## config.mk

```make
export PLATFORM = sky130hd
export DESIGN_NAME = divrem_unit
export DESIGN_NICKNAME = d
export VERILOG_FILES = /design/src/rtl/divrem_pkg.sv /design/src/rtl/divrem_step.sv /design/src/rtl/divrem_ctrl.sv /design/src/rtl/divrem_unit.sv
export SDC_FILE = /design/constraint.sdc
export NUM_CORES = 1
export LEC_CHECK = 0
export BUFFER_PORTS_ARGS = -buffer_cell sky130_fd_sc_hd__buf_2
export CORE_MARGIN = 2
export CORE_UTILIZATION = 30
export CTS_BUF_LIST = sky130_fd_sc_hd__clkbuf_4
export DETAILED_ROUTE_END_ITERATION = 10
export GPL_TIMING_DRIVEN = 1
export PLACE_DENSITY = 0.6
export SLEW_MARGIN = 20
export SYNTH_ARGS = -nofsm -noshare
export SYNTH_HDL_FRONTEND = slang
export SYNTH_SLANG_ARGS = --single-unit
```

## constraint.sdc

```tcl
create_clock -name clk_i -period 4.9 [get_ports clk_i]
set_clock_uncertainty 0.2 [all_clocks]
set_input_delay 0.98 -clock clk_i [delete_from_list [all_inputs] [get_ports clk_i]]
set_output_delay 0.98 -clock clk_i [all_outputs]
set_load 0.005 [all_outputs]
```

## src/rtl/divrem_pkg.sv

```systemverilog
package divrem_pkg;
  typedef enum logic [1:0] {
    ST_IDLE = 2'd0,
    ST_RUN  = 2'd1,
    ST_DONE = 2'd2
  } divrem_state_e;

  localparam int unsigned NUM_WB = 2;  // quotient port, remainder port
  localparam int unsigned WB_QUO = 0;
  localparam int unsigned WB_REM = 1;
endpackage

```

## src/rtl/divrem_step.sv

```systemverilog
// One restoring iteration: shift in the next dividend bit, trial-subtract.
module divrem_step #(
  parameter int unsigned DATA_W = 64
) (
  input  logic [DATA_W-1:0] rem_i,
  input  logic [DATA_W-1:0] quo_i,
  input  logic [DATA_W-1:0] dvs_i,
  output logic [DATA_W-1:0] rem_o,
  output logic [DATA_W-1:0] quo_o
);
  logic [DATA_W:0] shifted;
  logic [DATA_W:0] diff;

  always_comb begin
    shifted = {rem_i, quo_i[DATA_W-1]};
    diff    = shifted - {1'b0, dvs_i};
    rem_o   = diff[DATA_W] ? shifted[DATA_W-1:0] : diff[DATA_W-1:0];
    quo_o   = {quo_i[DATA_W-2:0], ~diff[DATA_W]};
  end
endmodule

```

## src/rtl/divrem_ctrl.sv

```systemverilog
module divrem_ctrl
  import divrem_pkg::*;
#(
  parameter int unsigned DATA_W = 64
) (
  input  logic          clk_i,
  input  logic          rst_ni,
  input  logic          start_i,
  input  logic          div_zero_i,
  output logic          accept_o,
  output logic          step_o,
  output divrem_state_e state_o
);
  localparam int unsigned CNT_W = (DATA_W > 1) ? $clog2(DATA_W) : 1;
  localparam logic [CNT_W-1:0] LAST = CNT_W'(DATA_W - 1);

  divrem_state_e state_q, state_d;
  logic [CNT_W-1:0] cnt_q, cnt_d;

  always_comb begin
    state_d  = state_q;
    cnt_d    = cnt_q;
    accept_o = 1'b0;
    step_o   = 1'b0;
    unique case (state_q)
      ST_IDLE: if (start_i) begin
        accept_o = 1'b1;
        cnt_d    = '0;
        state_d  = div_zero_i ? ST_DONE : ST_RUN;
      end
      ST_RUN: begin
        step_o = 1'b1;
        cnt_d  = cnt_q + 1'b1;
        if (cnt_q == LAST) state_d = ST_DONE;
      end
      ST_DONE: state_d = ST_IDLE;
      default: state_d = ST_IDLE;
    endcase
  end

  always_ff @(posedge clk_i or negedge rst_ni) begin
    if (!rst_ni) begin
      state_q <= ST_IDLE;
      cnt_q   <= '0;
    end else begin
      state_q <= state_d;
      cnt_q   <= cnt_d;
    end
  end

  assign state_o = state_q;
endmodule

```

## src/rtl/divrem_unit.sv

```systemverilog
module divrem_unit
  import divrem_pkg::*;
#(
  parameter int unsigned DATA_W = 64,
  parameter int unsigned IDX_W  = 6
) (
  input  logic              clk_i,
  input  logic              rst_ni,
  input  logic              start_i,
  input  logic [DATA_W-1:0] dividend_i,
  input  logic [DATA_W-1:0] divisor_i,
  input  logic [IDX_W-1:0]  q_idx_i,
  input  logic [IDX_W-1:0]  r_idx_i,
  output logic              busy_o,
  output logic              done_o,
  output logic [DATA_W-1:0] quotient_o,
  output logic [DATA_W-1:0] remainder_o,
  output logic [IDX_W-1:0]  q_idx_o,
  output logic [IDX_W-1:0]  r_idx_o,
  output logic              q_we_o,
  output logic              r_we_o
);
  divrem_state_e state;
  logic accept, step;
  logic div_zero;
  logic [DATA_W-1:0] quo_q, rem_q, dvs_q;
  logic [DATA_W-1:0] quo_nx, rem_nx;
  logic [NUM_WB-1:0][IDX_W-1:0] dst_q;
  logic [NUM_WB-1:0] we;

  assign div_zero = (divisor_i == '0);

  divrem_ctrl #(.DATA_W(DATA_W)) ctrl_i (
    .clk_i      (clk_i),
    .rst_ni     (rst_ni),
    .start_i    (start_i),
    .div_zero_i (div_zero),
    .accept_o   (accept),
    .step_o     (step),
    .state_o    (state)
  );

  divrem_step #(.DATA_W(DATA_W)) step_i (
    .rem_i (rem_q),
    .quo_i (quo_q),
    .dvs_i (dvs_q),
    .rem_o (rem_nx),
    .quo_o (quo_nx)
  );

  always_ff @(posedge clk_i or negedge rst_ni) begin
    if (!rst_ni) begin
      quo_q <= '0;
      rem_q <= '0;
      dvs_q <= '0;
      dst_q <= '0;
    end else if (accept) begin
      dvs_q          <= divisor_i;
      dst_q[WB_QUO]  <= q_idx_i;
      dst_q[WB_REM]  <= r_idx_i;
      // zero divisor: defined all-ones result, no iteration
      quo_q <= div_zero ? '1 : dividend_i;
      rem_q <= div_zero ? '1 : '0;
    end else if (step) begin
      quo_q <= quo_nx;
      rem_q <= rem_nx;
    end
  end

  assign busy_o = (state != ST_IDLE);
  assign done_o = (state == ST_DONE);

  // index 0 is the zero register: suppress its write
  for (genvar p = 0; p < NUM_WB; p++) begin : g_wb
    assign we[p] = done_o && (dst_q[p] != '0);
  end

  assign quotient_o  = quo_q;
  assign remainder_o = rem_q;
  assign q_idx_o     = dst_q[WB_QUO];
  assign r_idx_o     = dst_q[WB_REM];
  assign q_we_o      = we[WB_QUO];
  assign r_we_o      = we[WB_REM];
endmodule

```

==> flow_summary.toml, run 1 <==
[worst_hold_path]
hp-class = "input port to flop"
whs_endpoint = "q_idx_o[4]"
worstHoldStart = "q_idx_i[4]"
hold_depth = 3

[clocking]
cts_buffers = 66
clk_path_buf_depth = 3
cts.sinks = 212
clkTransAtPathRegs_ps = 60
cts_root_buf = "clkbuf_4"
cts_resized = 0
clkLatencyLatePin_ps = 770
cts_tree = "yes"
htree_levels = 3

[die]
die_y_um = 209
io_pins = 287
rows = 75
dieArea_mm2 = 0.0437
floorplan.initialDensity_pct = 30.2
fp.dieW_um = 209
core-area_mm2 = 0.0418

[cells_and_area]
layout-drive-gt1-share_pct = 23.3
most-common-layout-cells = "285 x buf_2, 212 x dfrtp_1, 191 x nand2_1, 149 x a21oi_1, 148 x nor2_1"
area_delta_synth_final_pct = 22.2
finalNetCount = 1998
final_common_cell = "buf_2"
final_util_pct = 36.9

[timing]
min_period_ps = 3890
max_freq_mhz = 257
period_share_pct = 79.4
setup_viol = 0
slew_viol_final = 0
tightest_slew_ps = 1060
hold_viol = 0
setup_tns_ps = 0
slew_headroom_pct = 29.0
rsz0062_at_grt = "no"

[yosys]
ys_seq_elements = 212
synthFlopType = "dfrtp_1"
synth_edf_count = 0
syn_inst = 1506
syn_area_mm2 = 0.0126
ys_seq_area_share_pct = 42.1
synth_cell_types = 67
postSynthAreaPerCell_um2 = 8.37
ys_warn_count = 0
synthArstFlopShare_pct = 100
syn-num-nets = 1715

[detailed_routing]
drcViolationCount = 0
final_antenna_net_count = 0
drt_wl_total_mm = 43.1
wl_per_cell_um = 18.2
drt_pre_antenna_iters = 5
drt-vias-per-instance = 5.20
vias = 12360
drt_iter0_drc = 740

[setup_path]
arrival_ps = 4310
r2r_cells = 14
r2r_end = "remainder_o[49]"
start_kind = "flop"
crit_fanout = 50
r2r-start = "quotient_o[63]"
ff2ff_setup_slack_ps = 1010
critPathCaptureType = "flop"
cp_data_required_time_ps = 5320
setup.worst_path.class = "flop to flop"

[global_route]
grt.total_usage_pct = 19.7
grt_max_degree = 95
grt_pass1_vias = 12369
overflow = 0
grt_pass1_wl_mm = 68.2
antenna_found_initial = 9

[pwr]
p_leak_nw = 7.33
power_density_mw_per_mm2 = 847
total_power_mw = 13.1
ir_drop_mv = 0.466

[run_status]
run_status = "finished clean"

[place]
numPortBuffers = 286
place_hpwl_mm = 31.7
gp_congestion = 0.930

[run]
cap_violations = 0
[synth_stat cells, drive strengths merged (4+ instances only)]
master / count / area (µm²)
dfrtp: 212 / 5310
nand2: 192 / 723
o21ai: 192 / 976
a21oi: 150 / 754
nor2: 150 / 566
inv: 82 / 308
ha: 65 / 813
clkbuf: 64 / 240
o22ai: 45 / 282
xnor2: 31 / 272
xor2: 31 / 272
buf: 28 / 138
nand4: 22 / 138
a21o: 20 / 150
a22oi: 19 / 143
nor4: 19 / 119
a221oi: 18 / 158
nand2b: 14 / 87.6
nand3: 14 / 75.1
o21bai: 14 / 105
o211ai: 13 / 103
nor3: 12 / 65.1
a221o: 8 / 80.1
a211oi: 7 / 52.6
a31oi: 7 / 43.8
and2: 7 / 46.3
nor2b: 7 / 43.8
o21a: 7 / 52.6
and3: 5 / 31.3
mux2i: 5 / 50.1
o41ai: 5 / 62.6
or3: 5 / 31.3
o31ai: 4 / 30.0
[layer usage]
layer / vias up / track usage (%) / wire [µm]
li1: 5952 / - / -
met1: 5846 / 24.8 / 18500
met2: 466 / 31.6 / 19700
met3: 92 / 6.31 / 3490
met4: 4 / 7.56 / 1380
met5: - / 0 / 30
[logic make-up (layout without fill, tap and decap cells)]
group | Yosys count | in the layout | share of synthesized area (%)
other | 0 | 8 | 0
AOI/OAI and AO/OA | 531 | 531 | 25.4
xor gates and xnor gates | 62 | 62 | 4.31
DFF | 212 | 212 | 42.1
buffers and inverters | 174 | 497 | 5.44
and+or+nand+nor | 456 | 456 | 15.8
adders and majority gates | 66 | 66 | 6.61
muxes | 5 | 5 | 0.397
[per-stage QoR]
step	cells	hold WS (ps)	setup WS [ps]	area [µm²]
5_1_grt	2371	164	700	15400
2_1_floorplan	1506	250	1520	12600
3_5_place_dp	2259	276	760	14600
6_report	2376	231	1010	15400
3_3_place_gp	2259	271	734	14600
4_1_cts	2368	145	957	15400
[worst max-delay path, stage by stage (launching register included)]
cell and delay (ps):
dfrtp_1 340, inv_1 40, ha_1 210, fa_1 400, nand2b_1 180, a21oi_1 210
o21ai_2 120, o21ai_2 250, a21boi_2 150, o21ai_2 280, a31oi_1 230, xor2_4 200
buf_4 490, o21ai_1 140, a221o_1 300
[worst max-delay path by stage]
stage                         from         endpoint  slack (ps)  depth (start not counted)
global placement     divisor_i[38]  remainder_o[26]         730                          9
global route        quotient_o[63]  remainder_o[48]         700                         15
floorplan           quotient_o[63]  remainder_o[62]        1520                         14
finish              quotient_o[63]  remainder_o[49]        1010                         14
detailed placement   divisor_i[38]  remainder_o[26]         760                          9
CTS                 quotient_o[63]  remainder_o[28]         960                         14
[state kept, by name, summed over array words and instances, names as in the netlist]
register        count
ctrl_i.cnt_q        6
remainder_o        64
r_idx_o             6
quotient_o         64
q_idx_o             6
ctrl_i.state_o      2
dvs_q              64
[power breakdown]
| group | internal (mW) | switching [mW] | total, mW | leakage (nW) |
|---|---|---|---|---|
| clock | 0.922 | 0.853 | 1.78 | 0.466 |
| sequential | 2.55 | 0.618 | 3.17 | 2.58 |
| combinational | 3.12 | 4.99 | 8.11 | 4.28 |
[cell type report]
type	count	area (µm²)
antenna	8	20.0
inverter	82	308
multi-input combinational	1120	6670
fill	4382	26300
sequential	212	5310
clock inverter	22	151
timing repair buffer	307	1640
tap	539	674
clock buffer	86	646
[what timing repair did]
| action | in CTS | in global routing |
|---|---|---|
| setup endpoints to repair | 0 | 0 |
| setup buffers | 0 | 0 |
| hold buffers | 1 | 0 |
| hold endpoints to repair | 13 | 0 |
No activity file was read; power rests on OpenSTA's default activity.
==> inputs of run 2 (changes only) <==
--- a/config.mk
+++ b/config.mk
@@ -5,6 +5,7 @@
 export SDC_FILE = /design/constraint.sdc
 export NUM_CORES = 1
 export LEC_CHECK = 0
+export ABC_AREA = 1
 export BUFFER_PORTS_ARGS = -buffer_cell sky130_fd_sc_hd__buf_2
 export CORE_MARGIN = 2
 export CORE_UTILIZATION = 30
==> constraint.sdc (replaced) <==
create_clock -name clk_i -period 3.85 [get_ports clk_i]
set_clock_uncertainty 0.2 [all_clocks]
set_input_delay 0.77 -clock clk_i [delete_from_list [all_inputs] [get_ports clk_i]]
set_output_delay 0.77 -clock clk_i [all_outputs]
set_load 0.005 [all_outputs]
==> flow_summary.toml, run 2 <==
[yosys]
yosysMostFrequentCell = "nand2_1"
synthArstFlopShare_pct = 100
synth_cell_types = 49
ys_warn_count = 0
syn_inst = 2128
synth_edf_count = 0
ys_seq_area_share_pct = 36.2
ys_seq_elements = 212
synthFlopType = "dfrtp_1"
syn_area_mm2 = 0.0147
yosysTopAreaCell = "dfrtp_1"
synth_top_cell_area_share_pct = 36.2
postSynthAreaPerCell_um2 = 6.89
synthTopCellsByArea = "dfrtp_1 36%, nand2_1 17%, inv_1 7.8%"
syn-num-nets = 2337
yosys-top-cells-count = "646 x nand2_1, 306 x inv_1, 212 x dfrtp_1, 156 x nor2_1, 140 x o21ai_0"

[cells_and_area]
finalNetCount = 2730
multi_input_area_mm2 = 0.00785
fill_cells = 5178
final_common_cell = "nand2_1"
seqCellArea_mm2 = 0.00531
stdcell_area_mm2 = 0.0186
area_delta_synth_final_pct = 26.6
layout-drive-gt1-share_pct = 17.0
most-common-layout-cells = "644 x nand2_1, 306 x inv_1, 285 x buf_2, 212 x dfrtp_1, 155 x nor2_1"

[global_route]
grt_max_degree = 86
grt.total_usage_pct = 22.3
grt_pass1_vias = 15744
overflow = 0
grt_pass1_wl_mm = 88.0
antenna_found_initial = 2

[die]
fp.dieW_um = 225
rows = 81
floorplan.initialDensity_pct = 30.2
die_y_um = 225
core-area_mm2 = 0.0485
dieArea_mm2 = 0.0507
io_pins = 287

[timing]
setup_viol = 0
rsz0062_at_grt = "no"
period_share_pct = 83.7
whs_ps = 67.0
setup_tns_ps = 0
slew_viol_final = 0
min_period_ps = 3220
tightest_slew_ps = 798
max_freq_mhz = 310
slew_headroom_pct = 46.8
hold_viol = 0

[pwr]
power_density_mw_per_mm2 = 1120
ir_drop_mv = 0.527
p_leak_nw = 9.54

[place]
gp_congestion = 0.965
place_hpwl_mm = 44.3
numPortBuffers = 286
place_area_mm2 = 0.0168

[run_status]
run_status = "finished clean"

[setup_path]
cpPeakStageDelay_ps = 410
r2r-start = "quotient_o[63]"
cp_data_required_time_ps = 4350
start_kind = "flop"
crit_fanout = 23
cp_cell_sequence = "inv_1, ha_1, fa_1, inv_1, nand2_1, nand2_1, nand3_1, nand2_2, nand2_1, nand2_2, nand2_1, nand2_2, nand2_2, nand3_2, nand2_4, nand2_2, o21ai_0, o21ai_1, nand2_1"
crit_start = "quotient_o[63]"
setup.worst_path.class = "flop to flop"
arrival_ps = 3730
slowest_stage = "fa_1"
critPathCaptureType = "flop"

[run]
cap_violations = 0

[clocking]
clk_path_buf_depth = 3
cts_buffers = 61
cts_root_buf = "clkbuf_4"
cts_tree = "yes"
clkTransAtPathRegs_ps = 60
cts.sinks = 212
cts_resized = 0
cts_setup_buffers = 0
clkLatencyLatePin_ps = 830
htree_levels = 2
hold_buffers = 99

[detailed_routing]
final_antenna_net_count = 0
drcViolationCount = 0
wl_per_cell_um = 17.7
drt_pre_antenna_iters = 6
drt_iter0_drc = 903
drt-vias-per-instance = 4.88
drt_wl_total_mm = 56.5
vias = 15608

[worst_hold_path]
worstHoldStart = "dividend_i[0]"
hp-class = "input port to flop"
run 2: changes by cell type after synthesis, moves of 25 or more:
cell,previous run,this run
nand2_1,191,646
inv_1,82,306
nand3_1,13,100
a21oi_1,149,93
a2bb2oi_1,0,43
o21bai_1,14,39
run 2: layout make-up:
| cell class | count | area share [%] |
|---|---|---|
| Antenna cell | 4 | 0.0539 |
| Sequential cell | 212 | 28.6 |
| Inverter | 310 | 6.30 |
| Timing Repair Buffer | 406 | 14.4 |
| Tap cell | 622 | 4.19 |
| Clock inverter | 21 | 0.485 |
| Multi-Input combinational cell | 1530 | 42.3 |
| Clock buffer | 91 | 3.68 |
run 2: path summary, 6_finish.rpt:
path                       slack (ps)         endpoint  depth (start not counted)
setup / recovery                  630  remainder_o[61]                         19
hold / removal                     70    quotient_o[0]                          3
setup reg to reg                  630  remainder_o[61]                         19
hold reg to reg                   300       r_idx_o[3]                          2
max in group asynchronous        2220        dvs_q[29]                          3
min in group asynchronous         330   quotient_o[53]                          2
run 2: metrics by stage:
stage	setup slack [ps]	utilization (%)	instances	power, mW
2_1_floorplan	1210	-	2128	14.1
3_3_place_gp	592	34.6	2981	18.5
3_5_place_dp	580	34.6	2981	18.6
4_1_cts	576	38.2	3192	21.0
5_1_grt	363	38.2	3196	23.0
6_report	626	38.2	3196	20.8
run 2: power breakdown:
| group | leakage, nW | total (mW) | switching [mW] | internal (mW) |
|---|---|---|---|---|
| Sequential | 2.55 | 4.25 | 0.855 | 3.39 |
| Clock | 0.459 | 2.13 | 1.05 | 1.08 |
| Combinational | 6.53 | 14.4 | 9.24 | 5.20 |
| Total | 9.54 | 20.8 | 11.1 | 9.67 |
run 2: critical path: cells and delay by family (launching register included):
| family | cells | cell delay (ps) |
|---|---|---|
| adder cells (fa/ha/maj) | 2 | 630 |
| AND/OR/NAND/NOR | 13 | 1490 |
| AO/OA/AOI/OAI | 2 | 280 |
| buffers and inverters | 2 | 150 |
| flip-flops | 1 | 330 |
run 2: logic make-up after synthesis:
family	synth area share, %
xor+xnor	1.97
fa+ha+maj	5.68
compound gates	17.6
flops	36.2
simple gates	28.2
buf+inv	10.4
run 2: layer usage:
metal / vias up / part of all wire (%) / global-route usage (%)
met1: 7347 / 44 / 28.2
li1: 7730 / - / -
met5: - / 0 / 0
met3: 69 / 5.9 / 4.86
met2: 462 / 48 / 38.8
met4: 0 / 1.7 / 4.72
==> inputs of run 3 (changes only) <==
--- a/config.mk
+++ b/config.mk
@@ -5,14 +5,14 @@
 export SDC_FILE = /design/constraint.sdc
 export NUM_CORES = 1
 export LEC_CHECK = 0
-export ABC_AREA = 1
+export ABC_AREA = 0
 export BUFFER_PORTS_ARGS = -buffer_cell sky130_fd_sc_hd__buf_2
 export CORE_MARGIN = 2
 export CORE_UTILIZATION = 30
 export CTS_BUF_LIST = sky130_fd_sc_hd__clkbuf_4
 export DETAILED_ROUTE_END_ITERATION = 10
 export GPL_TIMING_DRIVEN = 1
-export PLACE_DENSITY = 0.6
+export PLACE_DENSITY = 0.62
 export SLEW_MARGIN = 20
 export SYNTH_ARGS = -nofsm -noshare
 export SYNTH_HDL_FRONTEND = slang
==> constraint.sdc (replaced) <==
create_clock -name clk_i -period 2.79 [get_ports clk_i]
set_clock_uncertainty 0.2 [all_clocks]
set_input_delay 0.558 -clock clk_i [delete_from_list [all_inputs] [get_ports clk_i]]
set_output_delay 0.558 -clock clk_i [all_outputs]
set_load 0.005 [all_outputs]
==> flow_summary.toml, run 3 (synthesis gave the netlist of run 1 again) <==
[cells_and_area]
final_common_cell = "buf_4"
stdcell_area_mm2 = 0.0207
fill_cells = 3770
most-common-layout-cells = "312 x buf_4, 285 x buf_2, 212 x dfrtp_1, 184 x nand2_1, 144 x dlygate4sd3_1"
finalNetCount = 2476
multi_input_area_mm2 = 0.00759
fin_cells = 2846
final_util_pct = 49.5
seqCellArea_mm2 = 0.00531
area_delta_synth_final_pct = 64.1
layout-drive-gt1-share_pct = 40.0

[place]
numPortBuffers = 286
gp_congestion = 0.921
place_ws_ps = -688
place_hpwl_mm = 35.6
dp.cells = 2565
place_area_mm2 = 0.0172

[setup_path]
r2r_cells = 18
arrival_ps = 3890
cp_cell_sequence = "inv_1, ha_2, fa_2, nand2b_4, a21oi_4, o21ai_2, o21ai_2, a21boi_2, o21ai_2, a31oi_1, buf_4, xor2_4, buf_6, buf_12, buf_12, a32o_1, nor2_2, o21ai_2"
setup.worst_path.class = "flop to flop"
cp_data_required_time_ps = 3250
crit_fanout = 6
r2r_end = "remainder_o[60]"
start_kind = "flop"
slowest_stage = "fa_2"
cp_common_cell = "o21ai_2"
cpPeakStageDelay_ps = 360
critPathCaptureType = "flop"
worstPathBufferInverterCount = 5
cp_top_family = "compound AO/OA/AOI/OAI gates"
r2r-start = "quotient_o[63]"
ff2ff_setup_slack_ps = -640

[pwr]
p_switching_mw = 14.8
switching_share_pct = 45.6
ir_drop_mv = 0.705
power_density_mw_per_mm2 = 1570
p_seq_share_pct = 16.6
clockPowerShare_pct = 9.1
total_power_mw = 32.6
comb_power_share_pct = 74.3
p_int_mw = 17.7
p_leak_nw = 9.93

[detailed_routing]
drt_iter0_drc = 1010
drt_pre_antenna_iters = 6
drt_wl_total_mm = 51.9
drcViolationCount = 0
wl_per_cell_um = 18.2
vias = 14588
final_antenna_net_count = 0
drt-vias-per-instance = 5.13

[timing]
whs_ps = 298
setup_viol = 65
min_period_ps = 3430
slew_viol_final = 0
period_share_pct = 123
rsz0062_at_grt = "yes"
setup_tns_ps = -34400
tightest_slew_ps = 595
max_freq_mhz = 292
setup_ws_ps = -636
slew_headroom_pct = 60.4
hold_viol = 0

[clocking]
clkTransAtPathRegs_ps = 60
cts_root_buf = "clkbuf_4"
clk_path_buf_depth = 3
htree_levels = 2
cts_buffers = 60
cts.sinks = 212
cts_tree = "yes"
clkLatencyLatePin_ps = 780

[global_route]
grt_max_degree = 97
grt.total_usage_pct = 23.4
grt_pass1_vias = 15273
antenna_found_initial = 1
overflow = 0
grt_pass1_wl_mm = 81.4

[run_status]
run_status = "finished with violations"
violations = "negative setup slack"

[die]
dieArea_mm2 = 0.0437
rows = 75
fp.dieW_um = 209
io_pins = 287
die_y_um = 209
floorplan.initialDensity_pct = 30.2
core-area_mm2 = 0.0418

[run]
cap_violations = 0

[worst_hold_path]
worstHoldStart = "ctrl_i.cnt_q[5]"
hold_depth = 1
whs_endpoint = "ctrl_i.cnt_q[5]"
hp-class = "flop to flop"
==> run 3: changes by cell type in the layout (fill, tap and decap cells not counted), sizes merged, moves of 15 or more <==
cell / before / now
buf: 306 / 644
nand2: 655 / 192
inv: 311 / 83
o21bai: 49 / 14
a21oi: 94 / 150
nand3: 101 / 14
a2bb2oi: 43 / 0
a22oi: 1 / 19
dlygate4sd3: 99 / 144
a221oi: 0 / 18
a21o: 5 / 20
xor2: 11 / 31
==> run 3: power by group through the flow <==
stage          combinational, mW  sequential [mW]  clock, mW
5_1_grt                     26.2             5.54       3.24
6_report                    24.2             5.42       2.95
3_3_place_gp                18.8             5.35          0
4_1_cts                     22.4             5.37       3.06
3_5_place_dp                19.1             5.38          0
2_1_floorplan               10.9             5.40          0
==> run 3: area by class of cell <==
type / instances / area share, %
multi-input combinational: 1120 / 36.7
timing repair buffer: 791 / 29.3
sequential: 212 / 25.6
tap: 539 / 3.26
clock buffer: 88 / 3.19
inverter: 82 / 1.49
clock inverter: 13 / 0.393
antenna: 1 / 0.0121
==> run 3: worst max-delay path by stage <==
stage                                from               to  slack (ps)  cells past startpoint
final                      quotient_o[63]  remainder_o[60]        -640                     18
after global placement    remainder_o[22]  remainder_o[58]        -710                     16
after detailed placement  remainder_o[22]  remainder_o[22]        -690                     16
after floorplan            quotient_o[63]  remainder_o[62]        -500                     14
after CTS                  quotient_o[63]  remainder_o[36]        -640                     16
after global routing       quotient_o[63]  remainder_o[60]        -820                     18
==> run 3: metal layers <==
layer	track usage (%)	up-vias	routed length (µm)
met5	0	-	0
met4	11.5	0	2220
met3	5.14	130	3540
met2	38.9	580	24700
met1	28.7	6978	21500
li1	-	6900	-
==> run 3: timing repair <==
action,4_1_cts,5_1_grt
resized for setup,106,92
endpoints found under the hold margin,353,0
hold buffers,145,0
setup buffers,16,13
pin swaps,24,36
endpoints found under the setup margin,65,65
cloned,7,2
